==> config.mk <==
export PLATFORM = sky130hd
export DESIGN_NAME = eq_coef_serial_port
export DESIGN_NICKNAME = d
export VERILOG_FILES = /design/src/rtl/eq_port_pkg.sv /design/src/rtl/eq_port_sync.sv /design/src/rtl/eq_port_shifter.sv /design/src/rtl/eq_port_coef_ram.sv /design/src/rtl/eq_coef_serial_port.sv
export SDC_FILE = /design/constraint.sdc
export NUM_CORES = 2
export LEC_CHECK = 0
export ABC_CLOCK_PERIOD_IN_PS = 8200
export CAP_MARGIN = 20
export CORE_MARGIN = 8
export CORE_UTILIZATION = 45
export DETAILED_ROUTE_END_ITERATION = 10
export GPL_TIMING_DRIVEN = 0
export REMOVE_ABC_BUFFERS = 1
export SLEW_MARGIN = 20
export SYNTH_ARGS = -nofsm -noshare
export SYNTH_HDL_FRONTEND = slang
export SYNTH_SLANG_ARGS = --single-unit
==> constraint.sdc <==
create_clock -name clk -period 8.2 [get_ports clk]
set_clock_uncertainty 0.1 [all_clocks]
set_input_delay 2.46 -clock clk [delete_from_list [all_inputs] [get_ports clk]]
set_output_delay 2.46 -clock clk [all_outputs]
set_load 0.02 [all_outputs]
==> src/rtl/eq_port_pkg.sv <==
package eq_port_pkg;
  typedef enum logic [1:0] {
    CMD_COEF_WR = 2'b00,
    CMD_READ    = 2'b01,
    CMD_ADDR    = 2'b10,
    CMD_MODE    = 2'b11
  } host_cmd_e;

  typedef enum logic [1:0] {
    RB_COEF  = 2'b00,
    RB_SPEED = 2'b01,
    RB_ALT2  = 2'b10,
    RB_ALT3  = 2'b11
  } readback_e;
endpackage

==> src/rtl/eq_port_sync.sv <==
module eq_port_sync #(
  parameter int W      = 1,
  parameter int STAGES = 2
) (
  input  logic         clk,
  input  logic         rst_n,
  input  logic [W-1:0] d,
  output logic [W-1:0] q
);
  logic [W-1:0] stage [STAGES];

  generate
    for (genvar s = 0; s < STAGES; s++) begin : g_stage
      if (s == 0) begin : g_first
        always_ff @(posedge clk or negedge rst_n) begin
          if (!rst_n) stage[0] <= '0;
          else        stage[0] <= d;
        end
      end else begin : g_next
        always_ff @(posedge clk or negedge rst_n) begin
          if (!rst_n) stage[s] <= '0;
          else        stage[s] <= stage[s-1];
        end
      end
    end
  endgenerate

  assign q = stage[STAGES-1];
endmodule

==> src/rtl/eq_port_shifter.sv <==
module eq_port_shifter #(
  parameter int DW = 8,
  localparam int CW = $clog2(DW + 1)
) (
  input  logic          clk,
  input  logic          rst_n,
  input  logic          start,
  input  logic [DW-1:0] load_val,
  input  logic          shift_en,
  input  logic          sdin,
  output logic [DW-1:0] sreg,
  output logic          sdout,
  output logic          full
);
  logic [CW-1:0] cnt;

  assign full  = (cnt == CW'(DW));
  assign sdout = sreg[0];

  always_ff @(posedge clk or negedge rst_n) begin
    if (!rst_n) begin
      sreg <= '0;
      cnt  <= '0;
    end else if (start) begin
      sreg <= load_val;
      cnt  <= '0;
    end else if (shift_en && !full) begin
      sreg <= {sdin, sreg[DW-1:1]};
      cnt  <= cnt + CW'(1);
    end
  end
endmodule

==> src/rtl/eq_port_coef_ram.sv <==
module eq_port_coef_ram #(
  parameter int NCH  = 9,
  parameter int NTAP = 12,
  parameter int DW   = 8,
  parameter int CHW  = 4,
  parameter int TPW  = 4,
  localparam int DEPTH = NCH * NTAP,
  localparam int IW    = $clog2(DEPTH)
) (
  input  logic           clk,
  input  logic           rst_n,
  input  logic           we,
  input  logic [CHW-1:0] wch,
  input  logic [TPW-1:0] wtap,
  input  logic [DW-1:0]  wdata,
  input  logic [CHW-1:0] ra_ch,
  input  logic [TPW-1:0] ra_tap,
  output logic [DW-1:0]  ra_data,
  input  logic [CHW-1:0] rb_ch,
  input  logic [TPW-1:0] rb_tap,
  output logic [DW-1:0]  rb_data
);
  logic [DW-1:0] mem [DEPTH];

  function automatic logic in_range(input logic [CHW-1:0] ch, input logic [TPW-1:0] tp);
    return (int'(ch) < NCH) && (int'(tp) < NTAP);
  endfunction

  function automatic logic [IW-1:0] slot(input logic [CHW-1:0] ch, input logic [TPW-1:0] tp);
    return IW'(int'(ch) * NTAP + int'(tp));
  endfunction

  always_ff @(posedge clk or negedge rst_n) begin
    if (!rst_n) begin
      for (int i = 0; i < DEPTH; i++) mem[i] <= '0;
    end else if (we && in_range(wch, wtap)) begin
      mem[slot(wch, wtap)] <= wdata;
    end
  end

  always_comb begin
    ra_data = in_range(ra_ch, ra_tap) ? mem[slot(ra_ch, ra_tap)] : '0;
    rb_data = in_range(rb_ch, rb_tap) ? mem[slot(rb_ch, rb_tap)] : '0;
  end
endmodule

==> src/rtl/eq_coef_serial_port.sv <==
module eq_coef_serial_port #(
  parameter int NCH  = 9,
  parameter int NTAP = 12,
  parameter int DW   = 8,
  parameter int CHW  = 4,
  parameter int TPW  = 4,
  parameter int SYNC_STAGES = 2
) (
  input  logic           clk,
  input  logic           rst_n,
  input  logic           host_en,
  input  logic           host_sclk,
  input  logic [1:0]     host_ctl,
  input  logic           host_din,
  output logic           host_dout,
  output logic           host_doe,
  input  logic [DW-1:0]  speed_status,
  output logic [1:0]     op_mode,
  input  logic [CHW-1:0] eq_rd_chan,
  input  logic [TPW-1:0] eq_rd_tap,
  output logic [DW-1:0]  eq_rd_coef
);
  import eq_port_pkg::*;

  localparam int SW = 5;
  localparam logic [CHW-1:0] AUX_CH = CHW'(NCH - 1);

  logic [SW-1:0] pins_s;
  logic          en_s, sclk_s, din_s;
  logic [1:0]    ctl_s;
  logic          en_q, sclk_q;
  logic          en_rise, en_fall, sclk_rise;

  eq_port_sync #(.W(SW), .STAGES(SYNC_STAGES)) u_sync (
    .clk(clk), .rst_n(rst_n),
    .d({host_en, host_sclk, host_din, host_ctl}),
    .q(pins_s)
  );
  assign {en_s, sclk_s, din_s, ctl_s} = pins_s;

  always_ff @(posedge clk or negedge rst_n) begin
    if (!rst_n) begin
      en_q   <= 1'b0;
      sclk_q <= 1'b0;
    end else begin
      en_q   <= en_s;
      sclk_q <= sclk_s;
    end
  end

  assign en_rise   = en_s & ~en_q;
  assign en_fall   = ~en_s & en_q;
  assign sclk_rise = sclk_s & ~sclk_q;

  host_cmd_e        cmd;
  logic             active;
  readback_e        rb_kind;
  logic [CHW-1:0]   sel_ch;
  logic [TPW-1:0]   sel_tap;
  logic [DW-1:0]    sreg;
  logic             sdout, full;
  logic [DW-1:0]    sel_coef, load_val;
  logic             coef_we;
  logic [DW-1:0]    coef_wdata;
  logic             addr_ok;

  always_comb begin
    if (host_cmd_e'(ctl_s) != CMD_READ) load_val = '0;
    else if (rb_kind == RB_SPEED)       load_val = speed_status;
    else                                load_val = sel_coef;
  end

  eq_port_shifter #(.DW(DW)) u_shift (
    .clk(clk), .rst_n(rst_n),
    .start(en_rise),
    .load_val(load_val),
    .shift_en(active & en_s & sclk_rise),
    .sdin(din_s),
    .sreg(sreg),
    .sdout(sdout),
    .full(full)
  );

  assign addr_ok = (int'(sreg[DW-1 -: CHW]) < NCH) && (int'(sreg[TPW-1:0]) < NTAP);

  assign coef_we    = en_fall & active & full & (cmd == CMD_COEF_WR);
  assign coef_wdata = (sel_ch == AUX_CH && sel_tap == '0) ? '0 : sreg;

  always_ff @(posedge clk or negedge rst_n) begin
    if (!rst_n) begin
      cmd     <= CMD_COEF_WR;
      active  <= 1'b0;
      rb_kind <= RB_COEF;
      sel_ch  <= '0;
      sel_tap <= '0;
      op_mode <= 2'b00;
    end else if (en_rise) begin
      cmd    <= host_cmd_e'(ctl_s);
      active <= 1'b1;
    end else if (en_fall && active) begin
      active <= 1'b0;
      case (cmd)
        CMD_READ: rb_kind <= RB_COEF;
        CMD_MODE: if (full) begin
          op_mode <= sreg[1:0];
          rb_kind <= readback_e'(sreg[3:2]);
        end
        CMD_ADDR: if (full && addr_ok) begin
          sel_ch  <= sreg[DW-1 -: CHW];
          sel_tap <= sreg[TPW-1:0];
        end
        default: ;
      endcase
    end
  end

  eq_port_coef_ram #(
    .NCH(NCH), .NTAP(NTAP), .DW(DW), .CHW(CHW), .TPW(TPW)
  ) u_ram (
    .clk(clk), .rst_n(rst_n),
    .we(coef_we), .wch(sel_ch), .wtap(sel_tap), .wdata(coef_wdata),
    .ra_ch(sel_ch), .ra_tap(sel_tap), .ra_data(sel_coef),
    .rb_ch(eq_rd_chan), .rb_tap(eq_rd_tap), .rb_data(eq_rd_coef)
  );

  assign host_doe  = active & en_s & (cmd == CMD_READ);
  assign host_dout = host_doe & sdout;
endmodule

# Word-level counts from Yosys, hierarchy flattened
# Index checks and enable logic that the tools add are counted.
[totals]
register_bits = 903
input_bits = 23
output_inout_bits = 12
[classes]
addsub = 3
multipliers = 2
order_cmp = 9
eq_ne = 8
n_mux = 22
n_bitwise = 16
reduce_logical = 18
[op_table]
columns = ["op", "count"]
rows = [
  ["bitwise mux 864 bit", 1],
  ["binary-select mux 8 bit (select 7 bit)", 2],
  ["2-to-1 mux 8 bit", 12],
  ["demux 8 bit (select 7 bit)", 1],
  ["< comparator 4 bit (second input constant)", 6],
  [">= comparator 8 bit (second input constant)", 2],
  ["inverter 7 -> 8 bit", 2],
  ["adder 7 x 5 -> 7 bit", 2],
  ["AND reduction 4 bit", 3],
  ["AND 1 bit", 10],
  ["multiplier 4 x 2 -> 5 bit (second input constant)", 2],
  ["logical AND 1 bit", 9],
  ["== test 4 bit (second input constant)", 2],
  ["< comparator 8 x 1 -> 1 bit (second input constant)", 1],
  ["2-to-1 mux 4 bit", 2],
  ["nonzero test 2 bit", 3],
  ["adder 4 x 1 -> 4 bit (second input constant)", 1],
  ["== test 2 x 1 -> 1 bit (second input constant)", 2],
  ["== test 2 bit (second input constant)", 2],
  ["zero test 4 bit", 1],
  ["inverter 1 bit", 4],
  ["case mux 2 bit (2 select lines)", 1],
  ["zero test 2 bit", 1],
  ["2-to-1 mux 1 bit", 2],
  ["4 further kinds", 4],
]

# Logic depth before layout (Yosys ltp)
[logic_depth]
ltp_word = 10
ltp_mapped = 14
depth_no_buf = 11

# Cells and area by module
# From an unflattened synthesis, not the netlist that was laid out.
[unflattened]
cells_unflattened = 3530
area_unflattened_um2 = 49831.5
[modules_own_cells]
columns = ["mod", "instances", "cells_each", "area_per_inst_um2", "seq_area_each_um2"]
rows = [
  ["eq_port_coef_ram", 1, 3367, 47933.5, 21620.7],
  ["eq_coef_serial_port", 1, 80, 954.7, 425.4],
  ["eq_port_shifter", 1, 68, 655.6, 300.3],
  ["eq_port_sync", 1, 15, 287.8, 250.2],
]

# Worst setup path before layout
# Ideal clock, no wire load.
[synth_timing]
path_kind = "input -> output"
start = "input port eq_rd_chan[0]"
end = "output port eq_rd_coef[0]"
t_arrival_ns = 5.101
setup_slack_ns = 0.539
path_stages = 11
cell_sequence = "inv_1 -> ha_1 -> inv_1 -> fa_1 -> xor2_1 -> clkbuf_1 -> clkbuf_1 -> nand2_1 -> a31oi_1 -> a31oi_1 -> a211oi_1"
[synth_between]
elab_chain_len = 7
[synth_rtl]
columns = ["item", "line_no", "rtl"]
rows = [
  ["from (decl)", "eq_coef_serial_port.sv:19", "input logic [CHW-1:0] eq_rd_chan,"],
  ["multiplier 4 x 2 -> 5 bit", "eq_port_coef_ram.sv:30", "return IW'(int'(ch) * NTAP + int'(tp));"],
  ["adder 7 x 5 -> 7 bit", "eq_port_coef_ram.sv:30", ""],
  ["inverter 7 -> 8 bit (not written as such)", "eq_port_coef_ram.sv:43", "rb_data = in_range(rb_ch, rb_tap) ? mem[slot(rb_ch, rb_tap)] : '0;"],
  ["binary-select mux 8 bit (select 7 bit)", "eq_port_coef_ram.sv:43", ""],
  ["2-to-1 mux 8 bit (not written as such) (2 in a row)", "eq_port_coef_ram.sv:43", ""],
  ["2-to-1 mux 8 bit *", "eq_port_coef_ram.sv:43", ""],
  ["to (decl)", "eq_coef_serial_port.sv:21", "output logic [DW-1:0] eq_rd_coef"],
]
# Every way passes the cells marked *; elsewhere a longest branch is shown, timed or not. The select of a mux whose other input is x is not followed.

# Worst setup path in the final report
[layout_timing]
start = "input port eq_rd_tap[2]"
end = "output port eq_rd_coef[2]"
[layout_between]
elab_chain_len = 6
[layout_rtl]
columns = ["item", "line_no", "rtl"]
rows = [
  ["from (decl)", "eq_coef_serial_port.sv:20", "input logic [TPW-1:0] eq_rd_tap,"],
  ["adder 7 x 5 -> 7 bit", "eq_port_coef_ram.sv:30", ""],
  ["inverter 7 -> 8 bit (not written as such)", "eq_port_coef_ram.sv:43", ""],
  ["binary-select mux 8 bit (select 7 bit)", "eq_port_coef_ram.sv:43", ""],
  ["2-to-1 mux 8 bit (not written as such) (2 in a row)", "eq_port_coef_ram.sv:43", ""],
  ["2-to-1 mux 8 bit *", "eq_port_coef_ram.sv:43", ""],
]
# Marks and branches as above.

==> qor.txt <==
first-pass GRT wire length - 236000 um
hold-critical path depth - 0
max-slew violations - 0
clock latency on the worst-skew pair - 0.68 ns
last weighted congestion value of the routability-driven placer - 0.903
CTS Root Buffer Type - clkbuf_16
Max stage delay on crit path - 0.56 ns
proportion of synthesized chip area in sequential cells - 47.1%
number of enable flip-flop cells after synthesis - 0
non-filler instance count after layout - 5202
maximum clock frequency - 0.122 GHz
routed via count - 33800
Detailed Route Iter0 Violations - 3854
fraction of layout cells with a size suffix above 1 - 32.6%
FFs w/ async S/R, synth - 100%
worst reg2reg path depth - 10
dominant cells by area after synthesis - dfrtp_1, mux4_2, mux2_2
global-route congestion overflow total - 0
antenna violations before repair - 6
count of pins on the block boundary - 35
Post-Route Setup TNS - 0 ns
Pwr per Cell Area - 183 nW/um^2
effective utilization at floorplan - 45.5%
routed length per instance - 30.7 um
worst reg2reg path startpoint - sel_tap[2]$_DFFE_PN0P_
clock tree from TritonCTS - built
result of the run - finished clean
worst slew margin relative to its limit - 18.6%
reported max-cap violation count - 0
largest voltage drop on the vdd net - 0.138 mV
clock-pin slew reported for the worst setup and hold paths after clock tree synthesis - 0.06 ns
final worst-path cycle share - 100%
CP top delay family - multiplexers
area of all sequential standard cells - 22600 um^2
DR DRC count - 0
combined buffer and inverter count along the critical path - 4
deepest clock path buffer count - 3
Place WS - -1.67 ns
slack of the worst reg-to-reg path - 2.69 ns
Yosys reg bits - 903
Cell Chain, Critical Path - dlygate4sd2_1 > ha_4 > inv_1 > fa_4 > xor2_4 > clkbuf_16 > mux4_2 > mux2i_4 > o22ai_2 > nor2_1 > nor3b_2 > buf_4
Fillers - 8958
Vias per Instance - 6.49
area enclosed by the die boundary - 117000 um^2
leading area contributor after synthesis - dfrtp_1
layout overhead on the synthesized area - 13.9%
critical hold path startpoint - u_sync.stage[8]$_DFF_PN0_
Die X - 342 um
floorplan row count - 119
sort of element at the start of the critical path - primary input
Critical Path Start - eq_rd_tap[2]
number of hold buffers added after cts - 0
capturing point of the worst reg2reg path - u_ram.mem[307]$_DFFE_PN0P_
cell count after synthesis - 3837
Req. time, crit path - 5.64 ns
total of endpoints with negative setup slack in the final report - 0
final routed wirelength across all metal layers - 160000 um
area of the placeable core - 105000 um^2
slowest cell on the critical path - fa_4
total number of yosys warnings - 0
static leakage power - 22.9 nW
Pre-antenna DRT Iters - 5
time the worst path needs with I/O delays and setup - 8.20 ns
post-layout worst setup margin - 0.00345 ns
final hold viol count - 0
endpoint with the worst hold slack - u_sync.q[3]$_DFF_PN0_
die height - 342 um
post-synthesis cell area - 47900 um^2
number of nets in the layout - 3780
post-layout util - 51.8%
DPL Wire Length - 101000 um
maximum fanout count along the critical path - 6
Worst-Margin Slew - 1.21 ns
IO Port Bufs - 34
GRT Total Usage - 27.1%
pin count of the biggest net entering global routing - 143
fraction of synthesized cell area taken by the top area cell type - 47.1%
footprint of the multi-input gates - 24500 um^2
number of placed cells counting well taps - 4989
CTS buffer count - 99
Synth cell types - 75
via count of the first global-routing pass - 33400
Hold WC Path Type - reg -> reg
classification of the worst setup path - in -> out
final antenna-violating net count - 0
Critical Path Sink Type - output pin
worst hold slack across all endpoints - 0.249 ns
number of H-tree levels - 3
Post-synth top flop - dfrtp_1
mean instance size in the synthesized netlist - 12.5 um^2
CTS sink cnt - 903
CP Data Arrival Time - 5.64 ns
-- layer usage --
layer  vias up  routed length, um  GRT usage, %
met3       358              14100          5.89
li1      14100                  -             -
met2      1586              72100          40.7
met1     17700              65900          38.0
met4         2               7800          11.8
met5         -                 11             0
-- kinds of logic (layout without fill, tap and decap cells) --
kind of cell	after synthesis	after routing	synth area share, %
AND/OR/NAND/NOR	921	921	8.98
multiplexers	857	857	30.8
adder cells (fa/ha/maj)	22	22	0.632
flip-flops	903	903	47.1
buffers and inverters	357	328	3.19
AO/OA/AOI/OAI	761	761	8.87
XOR/XNOR	16	16	0.324
other	0	3	0
-- Yosys cell counts (10+ instances only) --
library cell  instances
a211oi_1             10
a21oi_1              30
a22o_1               12
a31oi_1              31
a32oi_1              17
and2_1               11
and3_1               13
buf_1                24
buf_2                81
buf_4                13
clkbuf_1            213
dfrtp_1             903
ha_1                 17
inv_1                17
mux2_2              345
mux2i_1              45
mux4_2              461
nand2_1             692
nand2b_1             10
nand3_1              42
nand3_2              10
nand4_1              16
nor2_1               36
nor3_4               24
o21ai_0             542
o21ai_1              12
o22ai_1              48
-- repair_timing --
action	in CTS	in global routing
setup buffers	20	9
resized for setup	135	15
endpoints found under the setup margin	8	8
cloned	6	3
pin swaps	11	10
-- flip-flops by register name, indices dropped and copies added (netlist names) --
signal        count
en_q              1
u_sync.stage      5
rb_kind           2
op_mode           2
active            1
u_sync.q          5
u_ram.mem       864
u_shift.cnt       4
sel_ch            4
cmd               2
u_shift.sreg      8
sel_tap           4
sclk_q            1
-- metrics by stage --
step	power, W	instance area [um^2]
2_1_floorplan	0.00486	46500
3_3_place_gp	0.00537	48600
3_5_place_dp	0.00540	50300
4_1_cts	0.00998	54400
5_1_grt	0.0102	54600
6_report	0.00999	54600
-- final cells by class --
| cell class | count | area share [%] |
|---|---|---|
| clock buffer | 152 | 5.40 |
| clock inverter | 21 | 0.431 |
| sequential | 903 | 41.4 |
| antenna | 3 | 0.0138 |
| inverter | 19 | 0.142 |
| tap | 1391 | 3.19 |
| timing repair buffer | 136 | 4.45 |
| multi-input combinational | 2577 | 45.0 |
-- cells in the final DEF, fill, tap and decap left out, types with 15 or more instances in the layout --
cell,instances
mux2i_1,44
clkinv_2,15
nor3_4,24
dfrtp_1,901
o21ai_0,535
buf_4,25
a32oi_1,17
clkbuf_16,107
o22ai_1,47
nand4_1,16
mux2_2,345
buf_12,21
mux4_2,461
clkbuf_1,33
nand2_1,682
nor2_1,25
buf_16,44
clkdlybuf4s50_1,18
a21oi_1,25
inv_1,16
nand3_1,41
-- where the power goes --
part | internal (W) | total (W) | leakage [nW] | switching [W]
clock network | 0.00261 | 0.00446 | 1.56 | 0.00185
registers | 0.00447 | 0.00449 | 12.6 | 0.0000204
logic | 0.000317 | 0.00104 | 8.77 | 0.000722
-- worst max-delay path by stage --
stage | cells after the start | to | slack [ns]
3_5_place_dp | 10 | eq_rd_coef[0] | -1.67
6_report | 12 | eq_rd_coef[2] | 0.003
4_1_cts | 14 | eq_rd_coef[0] | 0.0006
5_1_grt | 12 | eq_rd_coef[2] | -0.01
3_3_place_gp | 1 | u_ram.mem[23]$_DFFE_PN0P_ | -37.67
2_1_floorplan | 3 | u_ram.mem[79]$_DFFE_PN0P_ | -2.95
No activity file was read; power rests on OpenSTA's default activity.
